--- config.mk ---
export PLATFORM = sky130hd
export DESIGN_NAME = tx_level_ctrl
export DESIGN_NICKNAME = d
export VERILOG_FILES = /design/src/rtl/lvl_pkg.sv /design/src/rtl/lvl_decide.sv /design/src/rtl/lvl_gain_reg.sv /design/src/rtl/lvl_settle.sv /design/src/rtl/tx_level_ctrl.sv
export SDC_FILE = /design/constraint.sdc
export NUM_CORES = 1
export LEC_CHECK = 0
export ABC_AREA = 1
export BUFFER_PORTS_ARGS = -buffer_cell sky130_fd_sc_hd__buf_2
export CELL_PAD_IN_SITES_DETAIL_PLACEMENT = 1
export CELL_PAD_IN_SITES_GLOBAL_PLACEMENT = 1
export CORE_MARGIN = 2
export CORE_UTILIZATION = 38
export CTS_BUF_LIST = sky130_fd_sc_hd__clkbuf_16
export CTS_CLUSTER_SIZE = 25
export DETAILED_ROUTE_END_ITERATION = 8
export GPL_ROUTABILITY_DRIVEN = 0
export PLACE_DENSITY = 0.75
export SLEW_MARGIN = 20
export SYNTH_ARGS = -nofsm -noshare
export SYNTH_HDL_FRONTEND = slang
export SYNTH_SLANG_ARGS = --single-unit
--- constraint.sdc ---
create_clock -name clk_i -period 2.9 [get_ports clk_i]
set_clock_uncertainty 0.15 [all_clocks]
set_input_delay 0.58 -clock clk_i [delete_from_list [all_inputs] [get_ports clk_i]]
set_output_delay 0.58 -clock clk_i [all_outputs]
set_load 0.02 [all_outputs]
--- src/rtl/lvl_pkg.sv ---
package lvl_pkg;
  typedef enum logic [1:0] {
    STEP_HOLD = 2'd0,
    STEP_UP   = 2'd1,
    STEP_DOWN = 2'd2
  } step_e;
endpackage

--- src/rtl/lvl_decide.sv ---
module lvl_decide
  import lvl_pkg::*;
(
  input  logic  below_lo_i,
  input  logic  above_hi_i,
  output step_e step_o,
  output logic  in_win_o
);
  // Over-range wins when both flags are set.
  always_comb begin
    if (above_hi_i)      step_o = STEP_DOWN;
    else if (below_lo_i) step_o = STEP_UP;
    else                 step_o = STEP_HOLD;
  end

  assign in_win_o = !below_lo_i && !above_hi_i;
endmodule

--- src/rtl/lvl_gain_reg.sv ---
module lvl_gain_reg
  import lvl_pkg::*;
#(
  parameter int CODE_W = 5
) (
  input  logic              clk_i,
  input  logic              rst_ni,
  input  logic              en_i,
  input  step_e             step_i,
  output logic [CODE_W-1:0] code_o
);
  localparam logic [CODE_W-1:0] CodeMax = {CODE_W{1'b1}};
  localparam logic [CODE_W-1:0] CodeMin = '0;

  logic [CODE_W-1:0] code_q;

  always_ff @(posedge clk_i or negedge rst_ni) begin
    if (!rst_ni) begin
      code_q <= CodeMin;
    end else if (en_i) begin
      unique case (step_i)
        STEP_UP:   if (code_q != CodeMax) code_q <= code_q + 1'b1;
        STEP_DOWN: if (code_q != CodeMin) code_q <= code_q - 1'b1;
        default:   code_q <= code_q;
      endcase
    end
  end

  assign code_o = code_q;

  p_hold_no_eval_r2: assert property (@(posedge clk_i) disable iff (!rst_ni)
    !en_i |=> $stable(code_q));

  p_step_up_r3: assert property (@(posedge clk_i) disable iff (!rst_ni)
    (en_i && step_i == STEP_UP && code_q != CodeMax) |=> code_q == $past(code_q) + 1'b1);

  p_step_down_r4: assert property (@(posedge clk_i) disable iff (!rst_ni)
    (en_i && step_i == STEP_DOWN && code_q != CodeMin) |=> code_q == $past(code_q) - 1'b1);

  p_hold_window_r6: assert property (@(posedge clk_i) disable iff (!rst_ni)
    (en_i && step_i == STEP_HOLD) |=> $stable(code_q));

  p_no_wrap_top_r7: assert property (@(posedge clk_i) disable iff (!rst_ni)
    (code_q == CodeMax && !(en_i && step_i == STEP_DOWN)) |=> code_q == CodeMax);

  p_no_wrap_bot_r8: assert property (@(posedge clk_i) disable iff (!rst_ni)
    (code_q == CodeMin && !(en_i && step_i == STEP_UP)) |=> code_q == CodeMin);
endmodule

--- src/rtl/lvl_settle.sv ---
module lvl_settle #(
  parameter int SETTLE_EVALS = 2
) (
  input  logic clk_i,
  input  logic rst_ni,
  input  logic en_i,
  input  logic in_win_i,
  output logic settled_o
);
  localparam int CntW = $clog2(SETTLE_EVALS + 1);
  localparam logic [CntW-1:0] CntDone = CntW'(SETTLE_EVALS);

  logic [CntW-1:0] cnt_q;

  always_ff @(posedge clk_i or negedge rst_ni) begin
    if (!rst_ni) begin
      cnt_q <= '0;
    end else if (en_i) begin
      if (!in_win_i)             cnt_q <= '0;
      else if (cnt_q != CntDone) cnt_q <= cnt_q + 1'b1;
    end
  end

  assign settled_o = (cnt_q == CntDone);

  p_clear_on_miss_r9: assert property (@(posedge clk_i) disable iff (!rst_ni)
    (en_i && !in_win_i) |=> !settled_o);

  p_rise_on_hit_r9: assert property (@(posedge clk_i) disable iff (!rst_ni)
    $rose(settled_o) |-> $past(en_i && in_win_i));

  p_settle_idle_r2: assert property (@(posedge clk_i) disable iff (!rst_ni)
    !en_i |=> $stable(settled_o));
endmodule

--- src/rtl/tx_level_ctrl.sv ---
module tx_level_ctrl
  import lvl_pkg::*;
#(
  parameter int CODE_W       = 5,
  parameter int SETTLE_EVALS = 2
) (
  input  logic              clk_i,
  input  logic              rst_ni,
  input  logic              tx_active_i,
  input  logic              eval_i,
  input  logic              below_lo_i,
  input  logic              above_hi_i,
  output logic [CODE_W-1:0] gain_code_o,
  output logic              settled_o
);
  step_e step;
  logic  in_win;
  logic  upd;

  assign upd = eval_i && tx_active_i;

  lvl_decide i_decide (
    .below_lo_i (below_lo_i),
    .above_hi_i (above_hi_i),
    .step_o     (step),
    .in_win_o   (in_win)
  );

  lvl_gain_reg #(.CODE_W(CODE_W)) i_gain (
    .clk_i  (clk_i),
    .rst_ni (rst_ni),
    .en_i   (upd),
    .step_i (step),
    .code_o (gain_code_o)
  );

  lvl_settle #(.SETTLE_EVALS(SETTLE_EVALS)) i_settle (
    .clk_i     (clk_i),
    .rst_ni    (rst_ni),
    .en_i      (upd),
    .in_win_i  (in_win),
    .settled_o (settled_o)
  );

  p_both_flags_down_r5: assert property (@(posedge clk_i) disable iff (!rst_ni)
    (upd && below_lo_i && above_hi_i && gain_code_o != '0)
      |=> gain_code_o == $past(gain_code_o) - 1'b1);
endmodule

Word-level counts from Yosys, hierarchy flattened
Index checks and enable logic that the tools add are counted.
W data, S select, Z words.
- bits in registers: 7
- input bits: 6
- output and inout port bits: 6
- word-level logic and storage cells: 28
- $add $sub $neg: 3
- eq/ne operators: 8
- muxes and demuxes: 7
- reduce and logical (&&, ||, !) cells: 8
- operators with widths (cell ; count):
    $mux W5 ; 2
    $pmux W5 S2 ; 1
    $mux W2 ; 3
    $add A5 B1 Y5 const B ; 1
    $ne A5 B5 Y1 const B ; 1
    $reduce_bool A5 Y1 ; 1
    $sub A5 B1 Y5 const B ; 1
    $eq A2 B2 Y1 const B ; 2
    $ne A2 B1 Y1 const B ; 2
    $ne A2 B2 Y1 const B ; 2
    $reduce_and A4 Y1 ; 1
    $add A2 B1 Y2 const B ; 1
    $eq A2 B1 Y1 const B ; 1
    $logic_and A1 B1 Y1 ; 2
    $logic_not A1 Y1 ; 2
    $reduce_and A2 Y1 ; 1
    $reduce_bool A2 Y1 ; 1
    $mux W1 ; 1

Depth between registers and ports, before layout
- depth in word-level cells: 5
- gate-level depth with buffers: 9
- gate-level depth less buffers: 9

By module
Synthesis repeated with hierarchy kept, for this count alone.
- cell total of the unflattened synthesis: 84
- area total of the unflattened synthesis: 585.6 um2
- modules (own cells, without submodules) (module ; times used ; cells each ; area an instance (um2) ; sequential area each (um2)):
    lvl_gain_reg ; 1 ; 64 ; 447.9 ; 125.1
    lvl_settle ; 1 ; 14 ; 108.9 ; 50.0
    lvl_decide ; 1 ; 4 ; 21.3 ; 0.0
    tx_level_ctrl ; 1 ; 2 ; 7.5 ; 0.0

Worst setup path before layout
No wires, ideal clock.
- kind: input to register
- from: input port above_hi_i
- to: register i_gain.code_q[4] (netlist: i_gain.code_o[4])
- setup time: 0.117 ns
- data arrival time: 1.395 ns
- data required time: 2.633 ns
- path slack: 1.239 ns
- stages on the path: 8
- path buffers: 0
- cells stage by stage: inv_2 -> fa_1 -> inv_1 -> nand3_1 -> nand3_1 -> nand2_1 -> nand2_1 -> nand2_1
- cells in the longest elaborated chain, start to end: 4
- elaborated cells on any way between the ends: 8
- those cells by class: eq/ne (4); mux (2); reduce/logical (2)
- ends and longest elaborated chain (item ; RTL line ; source):
    start: declaration ; tx_level_ctrl.sv:12 ; input logic above_hi_i,
    $mux W2 * ; lvl_decide.sv:11 ; if (above_hi_i) step_o = STEP_DOWN;
    $eq A2 B2 Y1 / $eq A2 B1 Y1 (equally long branches) ; lvl_gain_reg.sv:21 ; unique case (step_i)
    $ne A2 B1 Y1 (no source line) / $reduce_bool A2 Y1 (equally long branches) ; - ;
    $reduce_and A4 Y1 (no source line) ; - ;
    end signal: assignment ; lvl_gain_reg.sv:22 ; STEP_UP: if (code_q != CodeMax) code_q <= code_q + 1'b1;
    end signal: assignment ; lvl_gain_reg.sv:23 ; STEP_DOWN: if (code_q != CodeMin) code_q <= code_q - 1'b1;
    end signal: assignment ; lvl_gain_reg.sv:24 ; default: code_q <= code_q;
    end: declaration ; lvl_gain_reg.sv:15 ; logic [CODE_W-1:0] code_q;
Every way passes the cells marked *; elsewhere a longest branch is shown, timed or not.
A chain may end at the register's enable or synchronous reset.

Worst setup path in the final report
Ends and elaborated chain as after synthesis.

==> load_flow_metrics.sql <==
INSERT INTO impl_metrics (metric_group, metric, value, unit) VALUES
('place', 'dp.final_hpwl', '1140', 'um'),
('clock_tree', 'cts.htree.levels', '1', ''),
('worst_setup_path', 'reg2reg_slack', '1.23', 'ns'),
('timing', 'fin_crit', '1.73', 'ns'),
('grt', 'globalRouteOverflowTotal', '0', ''),
('floorplan', 'die_area', '1760', 'um^2'),
('cells_and_area', 'final_antenna_diode_count', '0', ''),
('yosys', 'yosys-top-cells-area', 'dfrtp_1 32%, nand2_1 20%, ha_1 9.2%, inv_1 6.9%, nor2_1 6.9%', ''),
('yosys', 'synth_flop_cell', 'dfrtp_1', ''),
('timing', 'grt_setup_unrepaired', 'no', ''),
('worst_setup_path', 'cp.required', '2.87', 'ns'),
('floorplan', 'design.core.area', '1320', 'um^2'),
('cells_and_area', 'fin_nets', '106', ''),
('floorplan', 'die-width', '41.9', 'um'),
('worst_setup_path', 'capturing_element_type_of_the_critical_path', 'flop', ''),
('route', 'via_per_inst', '5.09', ''),
('yosys', 'share_of_the_yosys_chip_area_belonging_to_registers', '32.0', '%'),
('worst_setup_path', 'worstPathArrival', '1.70', 'ns'),
('timing', 'tightest_slew', '0.244', 'ns'),
('route', 'routed_wire_length_per_instance', '13.9', 'um'),
('grt', 'wire_length_of_the_first_global_routing_pass', '2730', 'um'),
('yosys', 'netlist_top_cells_count', '29 x nand2_1, 10 x inv_1, 10 x nor2_1', ''),
('yosys', 'synth.lib_cells_used.distinct', '14', ''),
('yosys', 'area_share_of_the_leading_cell_type_in_the_synthesized_netlist', '32.0', '%'),
('route', 'detail_route.iter0.violations', '5', ''),
('clock_tree', 'tritoncts_clock_tree', 'yes', ''),
('yosys', 'yosys.area.top_type', 'dfrtp_1', ''),
('yosys', 'synth_async_sr_flop_share', '100', '%'),
('timing', 'setup_tns_final', '0', 'ns'),
('route', 'drt_drc_violations_left', '0', ''),
('clock_tree', 'cts.sink_count', '7', ''),
('power', 'pwr-share-comb', '42.5', '%'),
('power', 'power.share.switching', '42.5', '%'),
('power', 'static-leakage-power', '0.394', 'nW'),
('power', 'power_frac_clock', '31.4', '%'),
('clock_tree', 'number_of_buffers_added_to_fix_hold_violations_after_cts', '0', ''),
('power', 'powerDensity', '1070', 'nW/um^2'),
('yosys', 'post_synth.cell_area_avg', '6.92', 'um^2'),
('clock_tree', 'cts-root-buf', 'clkbuf_16', ''),
('grt', 'pin_count_of_the_biggest_net_entering_global_routing', '8', ''),
('power', 'power.internal', '0.000429', 'W'),
('grt', 'vias_in_the_first_global_route', '623', ''),
('clock_tree', 'clk_pin_slew_worst_paths', '0.04', 'ns'),
('place', 'total_placed_cells_including_tap_cells', '105', ''),
('timing', 'final_hold_viol_count', '0', ''),
('cells_and_area', 'area_delta_synth_final', '27.9', '%'),
('power', 'seqPwrFrac', '26.0', '%'),
('clock_tree', 'post_cts.resized_instances', '0', ''),
('route', 'ant_nets', '0', ''),
('timing', 'slew_limit_fails', '0', ''),
('floorplan', 'die-height', '41.9', 'um'),
('timing', 'relSlewSlack', '83.7', '%'),
('floorplan', 'rows', '13', ''),
('timing', 'achievable-frequency', '577', 'MHz'),
('clock_tree', 'tritoncts.num_buffers', '3', ''),
('worst_setup_path', 'critical_path.max_fanout', '7', ''),
('route', 'number_of_vias_after_detailed_routing', '555', ''),
('yosys', 'synth_enable_flop_cells', '0', ''),
('floorplan', 'initial_core_util', '41.5', '%'),
('power', 'vdd_ir_drop_max', '0.000556', 'V'),
('status', 'outcome', 'finished, final reports clean', ''),
('yosys', 'yosysMostFrequentCell', 'nand2_1', ''),
('clock_tree', 'clk_path_buf_depth', '2', ''),
('route', 'route.final.wire_length', '1510', 'um'),
('timing', 'count_of_endpoints_failing_setup_in_the_final_report', '0', ''),
('yosys', 'synthesis.instances', '79', ''),
('hold_path', 'timing.hold.worst.class', 'in -> async', ''),
('yosys', 'synth-warning-count', '0', ''),
('power', 'switchingPower', '0.000317', 'W'),
('yosys', 'synth-seq-cells', '7', ''),
('worst_setup_path', 'startpoint_type', 'primary input', '');
-- critical path: stages --
cell	delay [ns]
buf_2	0.18
inv_2	0.07
fa_1	0.46
inv_1	0.07
nand3_1	0.08
nand3_1	0.09
nand2_1	0.05
nand2_1	0.06
nand2_1	0.06
-- power groups by stage --
| stage | Clock (W) | Sequential (W) | Combinational [W] |
|---|---|---|---|
| 2_1_floorplan | 0 | 0.000214 | 0.000194 |
| 3_3_place_gp | 0 | 0.000193 | 0.000305 |
| 3_5_place_dp | 0 | 0.000194 | 0.000318 |
| 4_1_cts | 0.000237 | 0.000195 | 0.000323 |
| 5_1_grt | 0.000241 | 0.000202 | 0.000371 |
| 6_report | 0.000234 | 0.000194 | 0.000317 |
-- path summary, 6_finish.rpt --
| path | from | endpoint | depth (start not counted) |
|---|---|---|---|
| max reg2reg | i_gain.code_o[0] | i_gain.code_o[4] | 8 |
| max | above_hi_i | i_gain.code_o[4] | 9 |
| max in group asynchronous | rst_ni | i_gain.code_o[3] | 1 |
| min reg2reg | i_settle.cnt_q[0] | i_settle.cnt_q[0] | 1 |
| min in group clk_i | i_settle.cnt_q[0] | i_settle.cnt_q[0] | 1 |
| min | rst_ni | i_gain.code_o[4] | 1 |
-- placed cells by master (no fill, tap or decap), drive strengths merged --
master,count
nand2,29
inv,12
buf,11
nor2,11
nand3,8
dfrtp,7
ha,4
nand4,3
clkbuf,3
o21ai,2
a21oi,2
xnor2,1
fa,1
-- final cells by class --
type | instances | area, um^2
multi-input combinational | 61 | 330
clock inverter | 1 | 3.75
fill | 179 | 618
sequential | 7 | 175
inverter | 11 | 41.3
timing repair buffer | 11 | 55.1
tap | 15 | 18.8
clock buffer | 3 | 75.1
-- through the flow --
| step | hold WS (ns) | utilization (%) | worst slack, ns | power, W | area [um^2] |
|---|---|---|---|---|---|
| floorplan | 0.134 | - | 1.24 | 0.000408 | 547 |
| global placement | 0.267 | 47.1 | 0.962 | 0.000498 | 621 |
| detailed placement | 0.266 | 47.1 | 0.933 | 0.000512 | 621 |
| CTS | 0.0211 | 53.1 | 1.15 | 0.000755 | 699 |
| global route | 0.0342 | 53.1 | 0.994 | 0.000813 | 699 |
| finish | 0.0185 | 53.1 | 1.17 | 0.000746 | 699 |
-- flip-flops by register name (all words and copies together) (netlist names) --
signal and flops:
i_gain.code_o 5, i_settle.cnt_q 2
-- kinds of logic (layout without fill, tap and decap cells) --
logic type | after synthesis | count (layout) | synth area share (%)
buf+inv | 11 | 26 | 7.55
fa+ha+maj | 5 | 5 | 12.8
compound gates | 4 | 4 | 3.66
xor+xnor | 1 | 1 | 1.60
flops | 7 | 7 | 32.0
simple gates | 51 | 51 | 42.3
-- layer usage --
layer / part of all wire (%) / track usage (%) / vias to the layer above / wire, um
met5: 0 / 0 / - / 0
met4: 2.4 / 12.9 / 0 / 36
met3: 4.1 / 5.22 / 5 / 62
met2: 49 / 34.4 / 12 / 741
met1: 44 / 25.6 / 259 / 670
li1: - / - / 279 / -
No activity file was read; power rests on OpenSTA's default activity.
